===== config.mk =====
export PLATFORM = sky130hd
export DESIGN_NAME = cfg_block_parser
export DESIGN_NICKNAME = d
export VERILOG_FILES = /design/src/rtl/cfgp_pkg.sv /design/src/rtl/cfgp_crc16.sv /design/src/rtl/cfgp_cmd_lookup.sv /design/src/rtl/cfgp_beat_cnt.sv /design/src/rtl/cfg_block_parser.sv
export SDC_FILE = /design/constraint.sdc
export NUM_CORES = 1
export LEC_CHECK = 0
export CAP_MARGIN = 20
export CELL_PAD_IN_SITES_DETAIL_PLACEMENT = 1
export CELL_PAD_IN_SITES_GLOBAL_PLACEMENT = 1
export CORE_MARGIN = 8
export CORE_UTILIZATION = 45
export CTS_CLUSTER_DIAMETER = 50
export DETAILED_ROUTE_END_ITERATION = 10
export PLACE_DENSITY_LB_ADDON = 0.08
export RECOVER_POWER = 50
export SLEW_MARGIN = 20
export SYNTH_ARGS = -nofsm -noshare
export SYNTH_HDL_FRONTEND = slang
export SYNTH_HIERARCHICAL = 1
export SYNTH_SLANG_ARGS = --single-unit

===== constraint.sdc =====
create_clock -name clk -period 3.4 [get_ports clk]
set_input_delay 0.68 -clock clk [delete_from_list [all_inputs] [get_ports clk]]
set_output_delay 0.68 -clock clk [all_outputs]
set_load 0.01 [all_outputs]

===== src/rtl/cfgp_pkg.sv =====
package cfgp_pkg;

  typedef enum logic [2:0] {
    S_IDLE, S_LEN0, S_LEN1, S_HC0, S_HC1, S_PAY, S_BC0, S_BC1
  } pstate_e;

  localparam logic [15:0] CRC_POLY_REFL = 16'h8408;
  localparam logic [15:0] CRC_SEED      = 16'hFFFF;
  localparam logic [15:0] CRC_FIN_XOR   = 16'hFFFF;

  // One byte of reflected CRC-16, least significant bit first.
  function automatic logic [15:0] crc16_step(input logic [15:0] c, input logic [7:0] b);
    logic [15:0] r;
    r = c ^ {8'h00, b};
    for (int i = 0; i < 8; i++) begin
      r = r[0] ? ((r >> 1) ^ CRC_POLY_REFL) : (r >> 1);
    end
    return r;
  endfunction

  function automatic logic cmd_is_known(input logic [7:0] b);
    case (b)
      8'hC1, 8'hC2, 8'hC3, 8'hC5, 8'hC6, 8'hC7, 8'hC8, 8'hC9, 8'hCA, 8'hCC,
      8'hCE, 8'hD2, 8'hD7, 8'hD8, 8'hD9, 8'hDA, 8'hDB, 8'hDC, 8'hDD, 8'hDE:
        return 1'b1;
      default:
        return 1'b0;
    endcase
  endfunction

endpackage


===== src/rtl/cfgp_crc16.sv =====
module cfgp_crc16
  import cfgp_pkg::*;
(
  input  logic        clk,
  input  logic        rst_n,
  input  logic        clr,
  input  logic        upd,
  input  logic [7:0]  din,
  output logic [15:0] fin_nxt
);
  logic [15:0] crc_q;
  logic [15:0] crc_nxt;

  assign crc_nxt = crc16_step(crc_q, din);
  assign fin_nxt = crc_nxt ^ CRC_FIN_XOR;

  always_ff @(posedge clk) begin
    if (!rst_n || clr) crc_q <= CRC_SEED;
    else if (upd)      crc_q <= crc_nxt;
  end
endmodule


===== src/rtl/cfgp_cmd_lookup.sv =====
module cfgp_cmd_lookup
  import cfgp_pkg::*;
#(
  parameter logic [7:0] WIDE_CODE = 8'hD2,
  parameter logic [7:0] NOP_CODE  = 8'h00,
  parameter logic [7:0] EXEC_CODE = 8'h33
) (
  input  logic [7:0] code,
  output logic       known,
  output logic       wide,
  output logic       filler
);
  assign known  = cmd_is_known(code);
  assign wide   = (code == WIDE_CODE);
  assign filler = (code == NOP_CODE) || (code == EXEC_CODE);
endmodule


===== src/rtl/cfgp_beat_cnt.sv =====
module cfgp_beat_cnt #(
  parameter int W = 16
) (
  input  logic         clk,
  input  logic         rst_n,
  input  logic         load,
  input  logic [W-1:0] load_val,
  input  logic         dec,
  output logic         last
);
  logic [W-1:0] cnt_q;

  assign last = (cnt_q == W'(1));

  always_ff @(posedge clk) begin
    if (!rst_n)    cnt_q <= '0;
    else if (load) cnt_q <= load_val;
    else if (dec)  cnt_q <= cnt_q - W'(1);
  end
endmodule


===== src/rtl/cfg_block_parser.sv =====
module cfg_block_parser
  import cfgp_pkg::*;
#(
  parameter int         LEN_W     = 16,
  parameter logic [7:0] FIRST_CMD = 8'hD9,
  parameter logic [7:0] WIDE_CMD  = 8'hD2
) (
  input  logic             clk,
  input  logic             rst_n,
  input  logic             in_valid,
  input  logic [7:0]       in_data,
  output logic             in_ready,
  output logic             hdr_valid,
  output logic [7:0]       out_cmd,
  output logic [LEN_W-1:0] out_len,
  output logic             hdr_crc_ok,
  output logic             pay_valid,
  output logic [7:0]       pay_data,
  output logic             pay_last,
  output logic             blk_valid,
  output logic             blk_crc_ok,
  output logic             unk_err,
  output logic             start_err
);
  localparam int HI_W = LEN_W - 8;

  pstate_e          state_q;
  logic [7:0]       cmd_q;
  logic [LEN_W-1:0] len_q;
  logic [15:0]      hdr_ref_q, blk_ref_q;
  logic [7:0]       rx_hi_q;
  logic             first_done_q;

  // Named internal events, brought out for the checker.
  logic acc, st_idle, cmd_known, cmd_wide, cmd_filler, cnt_last;
  logic crc_upd, crc_clr, cnt_load, cnt_dec;
  logic [15:0] crc_fin;

  assign in_ready = 1'b1;
  assign acc      = in_valid;
  assign st_idle  = (state_q == S_IDLE);
  assign out_cmd  = cmd_q;
  assign out_len  = len_q;

  assign crc_clr  = acc && (state_q == S_BC1);
  assign crc_upd  = acc && (!st_idle || cmd_known);
  assign cnt_load = acc && (state_q == S_HC1);
  assign cnt_dec  = acc && (state_q == S_PAY);

  cfgp_cmd_lookup #(.WIDE_CODE(WIDE_CMD)) u_lookup (
    .code(in_data), .known(cmd_known), .wide(cmd_wide), .filler(cmd_filler)
  );

  cfgp_crc16 u_crc (
    .clk(clk), .rst_n(rst_n), .clr(crc_clr), .upd(crc_upd),
    .din(in_data), .fin_nxt(crc_fin)
  );

  cfgp_beat_cnt #(.W(LEN_W)) u_cnt (
    .clk(clk), .rst_n(rst_n), .load(cnt_load), .load_val(len_q),
    .dec(cnt_dec), .last(cnt_last)
  );

  always_ff @(posedge clk) begin
    if (!rst_n) begin
      state_q      <= S_IDLE;
      cmd_q        <= '0;
      len_q        <= '0;
      hdr_ref_q    <= '0;
      blk_ref_q    <= '0;
      rx_hi_q      <= '0;
      first_done_q <= 1'b0;
      hdr_valid    <= 1'b0;
      hdr_crc_ok   <= 1'b0;
      pay_valid    <= 1'b0;
      pay_data     <= '0;
      pay_last     <= 1'b0;
      blk_valid    <= 1'b0;
      blk_crc_ok   <= 1'b0;
      unk_err      <= 1'b0;
      start_err    <= 1'b0;
    end else begin
      hdr_valid <= 1'b0;
      pay_valid <= 1'b0;
      pay_last  <= 1'b0;
      blk_valid <= 1'b0;
      unk_err   <= 1'b0;
      start_err <= 1'b0;
      if (acc) begin
        unique case (state_q)
          S_IDLE: begin
            if (cmd_filler) begin
              state_q <= S_IDLE;
            end else if (cmd_known) begin
              cmd_q        <= in_data;
              first_done_q <= 1'b1;
              if (!first_done_q && in_data != FIRST_CMD) start_err <= 1'b1;
              state_q <= S_LEN0;
            end else begin
              unk_err <= 1'b1;
            end
          end
          S_LEN0: begin
            len_q <= LEN_W'(in_data);
            if (cmd_q == WIDE_CMD) begin
              state_q <= S_LEN1;
            end else begin
              hdr_ref_q <= crc_fin;
              state_q   <= S_HC0;
            end
          end
          S_LEN1: begin
            len_q     <= {in_data[HI_W-1:0], len_q[7:0]};
            hdr_ref_q <= crc_fin;
            state_q   <= S_HC0;
          end
          S_HC0: begin
            rx_hi_q <= in_data;
            state_q <= S_HC1;
          end
          S_HC1: begin
            hdr_valid  <= 1'b1;
            hdr_crc_ok <= ({rx_hi_q, in_data} == hdr_ref_q);
            if (len_q == '0) begin
              blk_ref_q <= crc_fin;
              state_q   <= S_BC0;
            end else begin
              state_q <= S_PAY;
            end
          end
          S_PAY: begin
            pay_valid <= 1'b1;
            pay_data  <= in_data;
            if (cnt_last) begin
              pay_last  <= 1'b1;
              blk_ref_q <= crc_fin;
              state_q   <= S_BC0;
            end
          end
          S_BC0: begin
            rx_hi_q <= in_data;
            state_q <= S_BC1;
          end
          S_BC1: begin
            blk_valid  <= 1'b1;
            blk_crc_ok <= ({rx_hi_q, in_data} == blk_ref_q);
            state_q    <= S_IDLE;
          end
          default: state_q <= S_IDLE;
        endcase
      end
    end
  end
endmodule


==> impl_metrics.py <==
metrics = {
    "layout": {
        "final_nets": 660,
        "multi_input_area_mm2": 0.00308,
        "drive_above_1_share_pct": 10.3,
        "area_growth_pct": 24.8,
        "fillers": 1402,
        "diodes": 0,
        "register_area_mm2": 0.00232,
    },
    "clock_tree": {
        "cts_tree": "yes",
        "cts.sinks": 116,
        "cts-resized-gates": 0,
        "htreeDepth": 4,
        "clock_latency_ns": 0.42,
        "clk_pin_slew_ns": 0.05,
        "post-cts-setup-buffer-count": 0,
        "cts_made_buffers": 17,
        "clk_path_buf_depth": 2,
        "postCtsHoldBufs": 0,
        "ctsRootBufferMaster": "clkbuf_16",
    },
    "sta": {
        "slew_headroom_pct": 13.4,
        "clock_skew_ns": 0.00990,
        "rsz0062_at_grt": "no",
        "post-route-min-period_ns": 2.94,
        "fmax_mhz": 340,
        "worst_slew_pin_slew_ns": 1.30,
        "finalHoldViolCount": 0,
        "fin_hold_ws_ns": 0.452,
        "finalCritPeriodShare_pct": 86.5,
        "setup_viol": 0,
        "tns_ns": 0,
        "drv_slew": 0,
    },
    "die": {
        "io_pins": 52,
        "die_y_um": 128,
        "fp-row-count": 41,
        "dieArea_mm2": 0.0163,
        "start_util_pct": 45.3,
        "core_mm2": 0.0124,
        "die_w_um": 128,
    },
    "detailed_routing": {
        "wl_um": 16500,
        "route.detailed.drc": 0,
        "firstDrtPassIters": 4,
        "vias": 4501,
        "routed_via_density": 5.42,
        "drtIter0Drc": 317,
        "wl_per_cell_um": 19.8,
        "ant_nets": 0,
    },
    "global_routing": {
        "antenna_found_initial": 0,
        "grt_overflow": 0,
        "grt_pass1_vias": 4686,
        "grtUsageTotal_pct": 21.1,
        "grt_pass1_wl_um": 26400,
        "grt_max_degree": 59,
    },
    "critical_path": {
        "worstPathCellList": "dlygate4sd3_1, clkbuf_1, nand2b_1, a21oi_1, clkbuf_1, mux2i_1",
        "r2r_slack_ns": 0.46,
        "cp_top_family": "buffers and inverters",
        "path_depth": 6,
        "endpoint": "hdr_ref_q[15]",
        "critPathRequiredTime_ns": 3.73,
        "critPathMostFrequentCell": "clkbuf_1",
        "arrival_ns": 3.27,
        "startpoint_type": "primary input",
        "critPathBufInv": 3,
        "path_class": "primary input to register",
        "crit_fanout": 16,
        "timing.critical_path.from": "in_valid",
        "crit_slowest_cell": "clkbuf_1",
        "reg2reg_depth": 8,
        "cp_slowest_stage_delay_ns": 0.97,
        "r2r_end": "blk_ref_q[11]",
        "end_kind": "register",
        "rr_startpoint": "u_cnt/cnt_q[7]",
    },
    "synthesis": {
        "avgSynthCellArea_um2": 9.43,
        "synthCells": 596,
        "synth_area_mm2": 0.00562,
        "yosysWarnings": 6,
        "synth.net_count": 609,
    },
    "place": {
        "hpwl_um": 11200,
        "numPortBuffers": 50,
        "place_congestion": 0.790,
    },
    "pwr": {
        "irDropWorstVdd_uv": 336,
        "p_leak_nw": 2.68,
        "pwr_density_cell_mw_per_mm2": 548,
    },
    "status": {
        "outcome": "finished, final reports clean",
    },
    "run": {
        "cap_violations": 0,
    },
    "worst_hold_path": {
        "hold_class": "register to register",
    },
}
## how the worst min path moves through the flow
stage	to	slack, ns	startpoint	cells past startpoint
floorplan	start_err	0.40	first_done_q	1
global placement	start_err	0.41	first_done_q	1
detailed placement	start_err	0.42	first_done_q	1
CTS	start_err	0.46	first_done_q	1
global route	start_err	0.48	first_done_q	1
finish	blk_crc_ok	0.45	blk_crc_ok	2
## through the flow
step	setup slack [ns]	instances	instance area, µm²	util [%]	power [mW]
3_5_place_dp	0.274	800	6360	51.2	1.78
4_1_cts	0.441	831	7030	56.7	3.87
6_report	0.460	831	7020	56.5	3.85
3_3_place_gp	0.318	800	6360	51.2	1.78
5_1_grt	0.275	831	7020	56.5	3.97
2_1_floorplan	0.384	596	5620	-	1.66
## cells in the final DEF, fill, tap and decap left out, types with 3 or more instances in the layout
| cell type | n |
|---|---|
| a21boi_0 | 18 |
| a21oi_1 | 21 |
| a22oi_1 | 8 |
| a31oi_1 | 5 |
| and2_1 | 3 |
| buf_4 | 18 |
| bufinv_16 | 7 |
| clkbuf_1 | 6 |
| clkbuf_16 | 17 |
| clkdlybuf4s50_1 | 15 |
| clkinv_2 | 4 |
| dfxtp_1 | 116 |
| dlygate4sd3_1 | 34 |
| inv_1 | 8 |
| mux2i_1 | 49 |
| nand2_1 | 99 |
| nand2b_1 | 6 |
| nand3_1 | 3 |
| nand4_1 | 10 |
| nor2_1 | 8 |
| nor2b_1 | 28 |
| nor3_1 | 9 |
| nor4_1 | 9 |
| o211a_1 | 3 |
| o211ai_1 | 7 |
| o21a_1 | 3 |
| o21ai_0 | 16 |
| o21ai_1 | 4 |
| or2_2 | 3 |
| or3_1 | 5 |
| or4b_1 | 3 |
| xnor2_1 | 54 |
| xnor3_1 | 7 |
| xor2_1 | 7 |
## report_power, final
group / internal (mW) / leakage (nW) / total, mW / switching (mW)
logic: 0.153 / 1.41 / 0.355 / 0.201
clock network: 1.46 / 0.334 / 2.09 / 0.629
registers: 1.38 / 0.937 / 1.41 / 0.0214
## sequential cells by signal (all words and copies together), names as in the netlist, 3 cells and up
name,cells
hdr_ref_q,16
pay_data,8
out_len,16
u_cnt/cnt_q,16
u_crc/crc_q,16
blk_ref_q,16
rx_hi_q,8
out_cmd,8
state_q,3
## final cells by class
cell class                 instances  share of cell area, %
clock buffer                      20                   6.37
multi-input combinational        428                   43.9
tap                              172                   3.07
sequential                       116                   33.1
clock inverter                    11                   3.28
inverter                          10                  0.535
timing repair buffer              74                   9.77
## metal layers
layer	vias to the layer above	share of wire, %	track usage [%]
met1	2229	46	27.6
met2	91	46	32.4
met5	-	0	0
met4	0	1.5	7.69
met3	19	6.0	5.62
li1	2162	-	-
## worst min-delay path, cell delays in order, from the launching register on
cell	delay, ns
dfxtp_1	0.30
nand2_1	0.05
o2bb2ai_1	0.06
Power figures use the tool's default switching activity.
